<file path="src/rtl/dbuf_pkg.sv">
package dbuf_pkg;

  typedef enum logic [1:0] {
    KEY_NONE = 2'b00,
    KEY_AUTO = 2'b01,
    KEY_EXT  = 2'b10,
    KEY_BOTH = 2'b11
  } key_mode_t;

  // Keying mode from the two control bits: {ext_bit, auto_bit}.
  function automatic key_mode_t key_decode(input logic ext_bit, input logic auto_bit);
    return key_mode_t'({ext_bit, auto_bit});
  endfunction

  // Next divider phase with wrap at div-1.
  function automatic int unsigned phase_next(input int unsigned phase, input int unsigned div);
    return (phase == div - 1) ? 0 : phase + 1;
  endfunction

endpackage

</file>
<file path="src/rtl/sync_clk_div.sv">
module sync_clk_div #(
  parameter int DIV = 4
) (
  input  logic                     clk,
  input  logic                     rst_n,
  input  logic                     gate_off,
  output logic [$clog2(DIV)-1:0]   phase,
  output logic                     tick,
  output logic                     clk_out
);
  import dbuf_pkg::*;

  localparam int CNT_W = $clog2(DIV);
  localparam int HALF  = DIV / 2;

  logic [CNT_W-1:0] cnt;

  always_ff @(posedge clk or negedge rst_n) begin
    if (!rst_n) cnt <= '0;
    else        cnt <= CNT_W'(phase_next(int'(cnt), DIV));
  end

  // tick marks the clk edge on which the divided clock rises
  assign tick    = (cnt == CNT_W'(HALF - 1));
  assign phase   = cnt;
  assign clk_out = (cnt >= CNT_W'(HALF)) & ~gate_off;

endmodule

</file>
<file path="src/rtl/update_edge_detect.sv">
module update_edge_detect #(
  parameter int SYNC_STAGES = 2
) (
  input  logic clk,
  input  logic rst_n,
  input  logic tick,
  input  logic pin,
  output logic commit
);
  logic [SYNC_STAGES-1:0] sync_q;
  logic                   prev_q;

  always_ff @(posedge clk or negedge rst_n) begin
    if (!rst_n) begin
      sync_q <= '0;
      prev_q <= 1'b0;
    end else if (tick) begin
      sync_q <= {sync_q[SYNC_STAGES-2:0], pin};
      prev_q <= sync_q[SYNC_STAGES-1];
    end
  end

  assign commit = tick & sync_q[SYNC_STAGES-1] & ~prev_q;

endmodule

</file>
<file path="src/rtl/shadow_active_bank.sv">
module shadow_active_bank #(
  parameter int NUM_REGS = 4,
  parameter int DATA_W   = 32,
  localparam int ADDR_W  = $clog2(NUM_REGS),
  localparam int FLAT_W  = NUM_REGS * DATA_W
) (
  input  logic              clk,
  input  logic              rst_n,
  input  logic              wr_en,
  input  logic [ADDR_W-1:0] wr_addr,
  input  logic [DATA_W-1:0] wr_data,
  input  logic              commit,
  output logic [FLAT_W-1:0] active_flat
);
  for (genvar i = 0; i < NUM_REGS; i++) begin : g_reg
    logic [DATA_W-1:0] shadow_q;
    logic [DATA_W-1:0] active_q;

    always_ff @(posedge clk or negedge rst_n) begin
      if (!rst_n)                                      shadow_q <= '0;
      else if (wr_en && wr_addr == ADDR_W'(i))         shadow_q <= wr_data;
    end

    always_ff @(posedge clk or negedge rst_n) begin
      if (!rst_n)      active_q <= '0;
      else if (commit) active_q <= shadow_q;
    end

    assign active_flat[i*DATA_W +: DATA_W] = active_q;
  end

endmodule

</file>
<file path="src/rtl/dbuf_update_bank.sv">
module dbuf_update_bank #(
  parameter int NUM_REGS     = 4,
  parameter int DATA_W       = 32,
  parameter int DIV          = 4,
  parameter int CTRL_IDX     = 0,
  parameter int AMP_IDX      = 1,
  parameter int KEY_EXT_BIT  = 25,
  parameter int KEY_AUTO_BIT = 24,
  parameter int AMP_W        = 14,
  localparam int ADDR_W      = $clog2(NUM_REGS),
  localparam int FLAT_W      = NUM_REGS * DATA_W
) (
  input  logic              clk,
  input  logic              rst_n,
  input  logic              wr_en,
  input  logic [ADDR_W-1:0] wr_addr,
  input  logic [DATA_W-1:0] wr_data,
  input  logic              commit_req,
  input  logic              sync_clk_off,
  output logic              sync_clk_out,
  output logic [FLAT_W-1:0] active_regs,
  output logic              key_ext,
  output logic [AMP_W-1:0]  amp_scale
);
  import dbuf_pkg::*;

  logic [$clog2(DIV)-1:0] div_phase;
  logic                   sync_tick;
  logic                   commit_pulse;
  logic [DATA_W-1:0]      ctrl_word;
  logic [DATA_W-1:0]      amp_word;
  key_mode_t              key_mode;

  sync_clk_div #(.DIV(DIV)) u_div (
    .clk      (clk),
    .rst_n    (rst_n),
    .gate_off (sync_clk_off),
    .phase    (div_phase),
    .tick     (sync_tick),
    .clk_out  (sync_clk_out)
  );

  update_edge_detect #(.SYNC_STAGES(2)) u_edge (
    .clk    (clk),
    .rst_n  (rst_n),
    .tick   (sync_tick),
    .pin    (commit_req),
    .commit (commit_pulse)
  );

  shadow_active_bank #(.NUM_REGS(NUM_REGS), .DATA_W(DATA_W)) u_bank (
    .clk         (clk),
    .rst_n       (rst_n),
    .wr_en       (wr_en),
    .wr_addr     (wr_addr),
    .wr_data     (wr_data),
    .commit      (commit_pulse),
    .active_flat (active_regs)
  );

  assign ctrl_word = active_regs[CTRL_IDX*DATA_W +: DATA_W];
  assign amp_word  = active_regs[AMP_IDX*DATA_W +: DATA_W];
  assign key_mode  = key_decode(ctrl_word[KEY_EXT_BIT], ctrl_word[KEY_AUTO_BIT]);
  assign key_ext   = (key_mode == KEY_EXT);
  assign amp_scale = key_ext ? amp_word[AMP_W-1:0] : {AMP_W{1'b1}};

endmodule

</file>
<file path="config.mk">
export PLATFORM = sky130hd
export DESIGN_NAME = dbuf_update_bank
export DESIGN_NICKNAME = d
export VERILOG_FILES = /design/src/rtl/dbuf_pkg.sv /design/src/rtl/sync_clk_div.sv /design/src/rtl/update_edge_detect.sv /design/src/rtl/shadow_active_bank.sv /design/src/rtl/dbuf_update_bank.sv
export SDC_FILE = /design/constraint.sdc
export NUM_CORES = 1
export LEC_CHECK = 0
export ABC_AREA = 0
export ABC_CLOCK_PERIOD_IN_PS = 2000
export BUFFER_PORTS_ARGS = -buffer_cell sky130_fd_sc_hd__buf_2
export CORE_AREA = 2 2 137 139
export DETAILED_ROUTE_END_ITERATION = 10
export DIE_AREA = 0 0 139 141
export PLACE_DENSITY = 0.87
export SYNTH_ARGS = -nofsm -noshare
export SYNTH_HDL_FRONTEND = slang
export SYNTH_HIERARCHICAL = 1
export SYNTH_SLANG_ARGS = --single-unit
</file>
<file path="constraint.sdc">
create_clock -name clk -period 2 [get_ports clk]
set_input_delay 0.1 -clock clk [delete_from_list [all_inputs] [get_ports clk]]
set_output_delay 0.1 -clock clk [all_outputs]
set_load 0.02 [all_outputs]
</file>
==> flow_metrics.env, run 1 <==
export IMPL_status="completed"
export IMPL_wl_per_cell_microns=20.04
export IMPL_regToRegSetupSlack_ns=0.18
export IMPL_drc_errors=0
export IMPL_slew_violations=0
export IMPL_cpMaxStageDelayCell="dfrtp_1"
export IMPL_numCtsBuffers=26
export IMPL_die_h_microns=141
export IMPL_dp_hpwl_mm=13.68
export IMPL_synth_area_sq_mm=0.009841
export IMPL_final_nets=850
export IMPL_ys_ff_latch=261
export IMPL_grt_max_degree=86
export IMPL_synthCells=576
export IMPL_die_w_microns=139
export IMPL_setup_viol=0
export IMPL_first_pass_iters=4
export IMPL_cp_max_fo=17
export IMPL_track_usage_pct=21.77
export IMPL_worstMarginPinSlew_ns=0.6509
export IMPL_antenna_found_initial=0
export IMPL_crit_reg2reg_launch="u_div/phase[1]"
export IMPL_post_place_ws_ns=0.1992
export IMPL_finalHoldWorstSlack_ns=0.1746
export IMPL_final_area_sq_mm=0.01235
export IMPL_clock_latency_ns=0.52
export IMPL_finalCritPeriodShare_pct=94.77
export IMPL_setup_tns_ns=0
export IMPL_crit_path_start_kind="flop"
export IMPL_ys_seq_area_share_pct=66.37
export IMPL_maxCapViolations=0
export IMPL_synth_cell_types=17
export IMPL_layout_drive_gt1_share_pct=60.87
export IMPL_crit_type="reg -> out"
export IMPL_instances_no_fill=1062
export IMPL_fmaxAchievable_ghz=0.5276
export IMPL_dp_cells=980
export IMPL_place_gp_congestion=0.7877
export IMPL_cts_root_buf="clkbuf_16"
export IMPL_fp_coreArea_sq_mm=0.01827
export IMPL_cts_resized=0
export IMPL_p_per_area_mw_per_mm2=1271
export IMPL_portBuffers=182
export IMPL_clock_skew_ns=0.01210
export IMPL_via_per_inst=5.354
export IMPL_mostFrequentLayoutCell="dfrtp_1"
export IMPL_final_cell_mix="dfrtp_1 (261), mux2_2 (257), buf_2 (181), dlygate4sd3_1 (34), clkbuf_16 (27)"
export IMPL_path_buf_inv=1
export IMPL_cp_arrival_ns=1.80
export IMPL_dieArea_sq_mm=0.01960
export IMPL_worstRegToRegCells=5
export IMPL_p_leak_nw=5.679
export IMPL_tritoncts="yes"
export IMPL_clk_pin_slew_worst_paths_ns=0.06
export IMPL_core_rowCount=50
export IMPL_hold_violations=0
export IMPL_area_growth_synth_to_final_pct=25.51
export IMPL_diodes=0
export IMPL_yosysWarnings=6
export IMPL_initial_core_util_pct=53.87
export IMPL_slew_headroom_pct=56.61
export IMPL_crit_path_max_incr_delay_ns=0.61
export IMPL_layout_setup_ws_ns=0.1046
export IMPL_rsz0062_at_grt="no"
export IMPL_crit_family="flip-flops"
export IMPL_grt_pass1_vias=6396
export IMPL_route_antenna_remaining_nets=0
export IMPL_crit_chain="or3b_1, buf_2"
export IMPL_overflow=0
export IMPL_grt_pass1_wl_mm=34.00
export IMPL_fin_crit_ns=1.895
export IMPL_r2r_end="u_bank/g_reg[2].active_q[4]"
export IMPL_drtIter0Drc=182
export IMPL_cts_buffer_depth=3
export IMPL_cts_sinks=261
export IMPL_htreeDepth=1
export IMPL_irDropWorstVdd_v=0.0008922
export IMPL_cp_end_kind="output port"
export IMPL_vias=5686
export IMPL_hold_path_class="in -> async"
export IMPL_place_area_sq_mm=0.01112
export IMPL_required_ns=1.90
export IMPL_routed_wl_mm=21.29
export IMPL_syn_nets=618
export IMPL_syn_area_per_cell_sq_um=17.08
export IMPL_io_pin_count=183
## power by group
group | total [mW] | switching (mW) | internal [mW]
Combinational | 3.59 | 1.98 | 1.62
Clock | 4.89 | 1.96 | 2.93
Sequential | 7.21 | 0.723 | 6.49
Total | 15.7 | 4.66 | 11.0
## sequential cells by signal, indices dropped and copies added (netlist names)
signal	flops
u_edge/prev_q	1
u_div/phase	2
u_bank/g.shadow_q	128
u_bank/g.active_q	128
u_edge/sync_q	2
## through the flow
step                      power [mW]  util [%]
after floorplan                9.360         -
after global placement         10.61     60.86
after global routing           16.41     67.61
final                          15.70     67.61
after detailed placement       10.85     60.86
after CTS                      15.84     67.61
## worst max-delay path by stage
stage / endpoint / from / slack [ns] / depth (start not counted)
after CTS: amp_scale[1] / u_bank/g_reg[0].active_q[25] / 0.08 / 2
after global routing: amp_scale[1] / u_bank/g_reg[0].active_q[25] / 0.03 / 2
after floorplan: u_bank/g_reg[0].active_q[0] / u_div/phase[1] / 0.26 / 6
final: amp_scale[1] / u_bank/g_reg[0].active_q[24] / 0.10 / 2
after detailed placement: u_bank/g_reg[0].active_q[3] / u_div/phase[1] / 0.20 / 5
after global placement: u_bank/g_reg[2].active_q[8] / u_div/phase[1] / 0.27 / 5
## cell usage after synthesis, drive strengths merged
master,n,area (sq um)
inv,3,11.26
ha,3,37.54
nor2b,1,6.260
nor2,1,3.750
and3b,1,10.01
nand3b,2,15.01
dfrtp,261,6531
or3b,14,122.6
nor3b,1,12.51
mux2,259,2917
nand3,1,5.000
buf,27,155.2
clkbuf,1,3.750
o21ba,1,10.01
## kinds of logic after synthesis
group / share of synthesized area (%)
compound gates: 0.1017
fa+ha+maj: 0.3815
buf+inv: 1.729
flops: 66.37
mux: 29.64
simple gates: 1.780
## worst register-to-register path, cell delays in order (launching register included)
cell and delay (ns):
dfrtp_1 0.41, inv_1 0.07, ha_1 0.22, and3b_4 0.27, buf_12 0.28, mux2_2 0.44
## metal layers
metal / vias up / track usage [%] / part of all wire (%)
li1: 2518 / - / -
met1: 2965 / 26.34 / 40
met2: 169 / 38.89 / 52
met3: 34 / 4.823 / 5.4
met4: 0 / 7.390 / 2.7
met5: - / 0 / 0
## layout make-up
type,instances,area (sq um)
Tap cell,234,292.8
Sequential cell,261,6531
Fill cell,1182,5917
Inverter,3,11.26
Multi-Input combinational cell,284,3153
Timing Repair Buffer,232,1469
Clock inverter,10,86.33
Clock buffer,38,807.0
## timing repair
| item | 4_1_cts | 5_1_grt |
|---|---|---|
| hold endpoints to repair | 207 | 0 |
| buffers inserted | 0 | 0 |
| hold buffers | 34 | 0 |
| endpoints found under the setup margin | 0 | 0 |
No activity file was read; power rests on OpenSTA's default activity.
==> run 2, diff against run 1 <==
- RECOVER_POWER: default -> 50
==> run 2 against run 1 <==
  * The flow now finishes with violations (max-capacitance violations, max-slew violations)
  * Critical path depth stayed put
  * Global-route usage stayed put
  * Sequential power hardly changed
  * Largest cell class unchanged
  * Count of clock-buffer cells in the layout stayed put
  * Wire length is 0.23% higher
  * Clock skew hardly changed
  * Worst hold slack better by 0.093 ns
  * Die area stayed put
  * Sequential share of layout area is 0.16 points higher
==> flow_metrics.env, run 2 (synthesis results as in run 1) <==
export IMPL_slew_violations=21
export IMPL_area_growth_synth_to_final_pct=25.12
export IMPL_irDropWorstVdd_v=0.0008730
export IMPL_p_per_area_mw_per_mm2=1275
export IMPL_crit_type="reg -> out"
export IMPL_required_ns=1.90
export IMPL_clock_latency_ns=0.52
export IMPL_hold_path_class="in -> reg"
export IMPL_top_layer_used="met4"
export IMPL_hold_buffers=34
export IMPL_vias=5703
export IMPL_layout_top_registers="u_bank/g.active_q: 128 flops, u_bank/g.shadow_q: 128 flops"
export IMPL_finalCritPeriodShare_pct=94.58
export IMPL_rsz0062_at_grt="no"
export IMPL_diodes=0
export IMPL_clk_pin_slew_worst_paths_ns=0.06
export IMPL_die_h_microns=141
export IMPL_routed_wl_mm=21.33
export IMPL_layout_setup_ws_ns=0.1085
export IMPL_track_usage_pct=21.77
export IMPL_place_gp_congestion=0.7877
export IMPL_startpoint="u_bank/g_reg[0].active_q[24]"
export IMPL_dp_cells=980
export IMPL_setup_viol=0
export IMPL_die_w_microns=139
export IMPL_dieArea_sq_mm=0.01960
export IMPL_final_nets=850
export IMPL_cts_root_buf="clkbuf_16"
export IMPL_io_pin_count=183
export IMPL_fp_coreArea_sq_mm=0.01827
export IMPL_dr_wl_met2_mm=11.17
export IMPL_p_leak_nw=5.652
export IMPL_cp_end_kind="output port"
export IMPL_grt_pass1_wl_mm=34.00
export IMPL_fmaxAchievable_ghz=0.5287
export IMPL_hold_violations=0
export IMPL_finalPower_mw=15.70
export IMPL_fin_crit_ns=1.892
export IMPL_numCtsBuffers=26
export IMPL_p_int_mw=11.03
export IMPL_layout_drive_gt1_share_pct=60.14
export IMPL_maxCapViolations=1
export IMPL_drc_errors=0
export IMPL_instances_no_fill=1062
export IMPL_htreeDepth=1
export IMPL_cts_resized=0
export IMPL_clock_skew_ns=0.01176
export IMPL_switching_share_pct=29.74
export IMPL_cts_setup_buffers=0
export IMPL_initial_core_util_pct=53.87
export IMPL_antenna_found_initial=0
export IMPL_cp_max_fo=17
export IMPL_overflow=0
export IMPL_dp_hpwl_mm=13.68
export IMPL_combinationalPowerShare_pct=22.9
export IMPL_first_pass_iters=4
export IMPL_violations="max-capacitance violations, max-slew violations"
export IMPL_worstMarginPinSlew_ns=1.529
export IMPL_status="complete, but fails checks"
export IMPL_grt_pass1_vias=6396
export IMPL_portBuffers=182
export IMPL_min_from="wr_addr[1]"
export IMPL_route_antenna_remaining_nets=0
export IMPL_drtIter0Drc=189
export IMPL_finalHoldWorstSlack_ns=0.2680
export IMPL_core_rowCount=50
export IMPL_final_cell_mix="dfrtp_1 (261), mux2_2 (257), buf_2 (180), dlygate4sd3_1 (34), clkbuf_16 (27)"
export IMPL_p_sw_mw=4.669
export IMPL_slew_headroom_pct=-1.950
export IMPL_cts_sinks=261
export IMPL_post_place_ws_ns=0.1992
export IMPL_met1_length_mm=8.422
export IMPL_via_per_inst=5.370
export IMPL_tritoncts="yes"
export IMPL_mostFrequentLayoutCell="dfrtp_1"
export IMPL_wl_per_cell_microns=20.09
export IMPL_cp_arrival_ns=1.79
export IMPL_cts_buffer_depth=3
export IMPL_wl_met3_mm=1.158
export IMPL_nFillCells=1192
export IMPL_setup_tns_ns=0
export IMPL_p_seq_share_pct=46.0
export IMPL_grt_max_degree=86
export IMPL_crit_path_start_kind="flop"
export IMPL_power_frac_clock_pct=31.2
export IMPL_crit_reg2reg_launch="u_div/phase[1]"
-- run 2: power by group through the flow --
stage / clock network, mW / registers [mW] / logic, mW
2_1_floorplan: 0 / 7.98 / 1.38
3_3_place_gp: 0 / 7.18 / 3.43
3_5_place_dp: 0 / 7.29 / 3.56
4_1_cts: 4.99 / 7.21 / 3.63
5_1_grt: 5.23 / 7.36 / 3.81
6_report: 4.90 / 7.21 / 3.59
-- run 2: routing by layer --
layer | GRT usage, % | up-vias
met4 | 7.390 | 0
met5 | 0 | -
met3 | 4.823 | 34
li1 | - | 2516
met1 | 26.34 | 2972
met2 | 38.89 | 181
-- run 2: stage by stage --
stage	utilization (%)	area, sq um
finish	67.40	12310
global route	67.40	12310
CTS	67.61	12350
detailed placement	60.86	11120
global placement	60.86	11120
floorplan	-	9841
-- run 2: final timing paths --
kind | to | slack [ns] | cells past startpoint
max | amp_scale[1] | 0.11 | 2
min | u_bank/g_reg[3].shadow_q[3] | 0.27 | 4
max reg2reg | u_bank/g_reg[2].active_q[4] | 0.18 | 5
min reg2reg | u_bank/g_reg[0].shadow_q[4] | 0.49 | 1
max in group asynchronous | u_bank/g_reg[3].active_q[3] | 0.46 | 3
min in group asynchronous | u_bank/g_reg[3].active_q[2] | 0.40 | 2
-- run 2: area by class of cell --
class / instances / area (sq um) / share of cell area, %
Sequential cell: 261 / 6531 / 53.04
Timing Repair Buffer: 232 / 1443 / 11.72
Tap cell: 234 / 292.8 / 2.378
Clock inverter: 10 / 86.33 / 0.7011
Multi-Input combinational cell: 284 / 3142 / 25.52
Clock buffer: 38 / 807.0 / 6.554
Inverter: 3 / 11.26 / 0.09145
-- run 2: worst max-delay path, cell delays in order, from the launching register on --
cell and delay [ns]:
dfrtp_1 0.61, or3b_1 0.49, buf_2 0.18
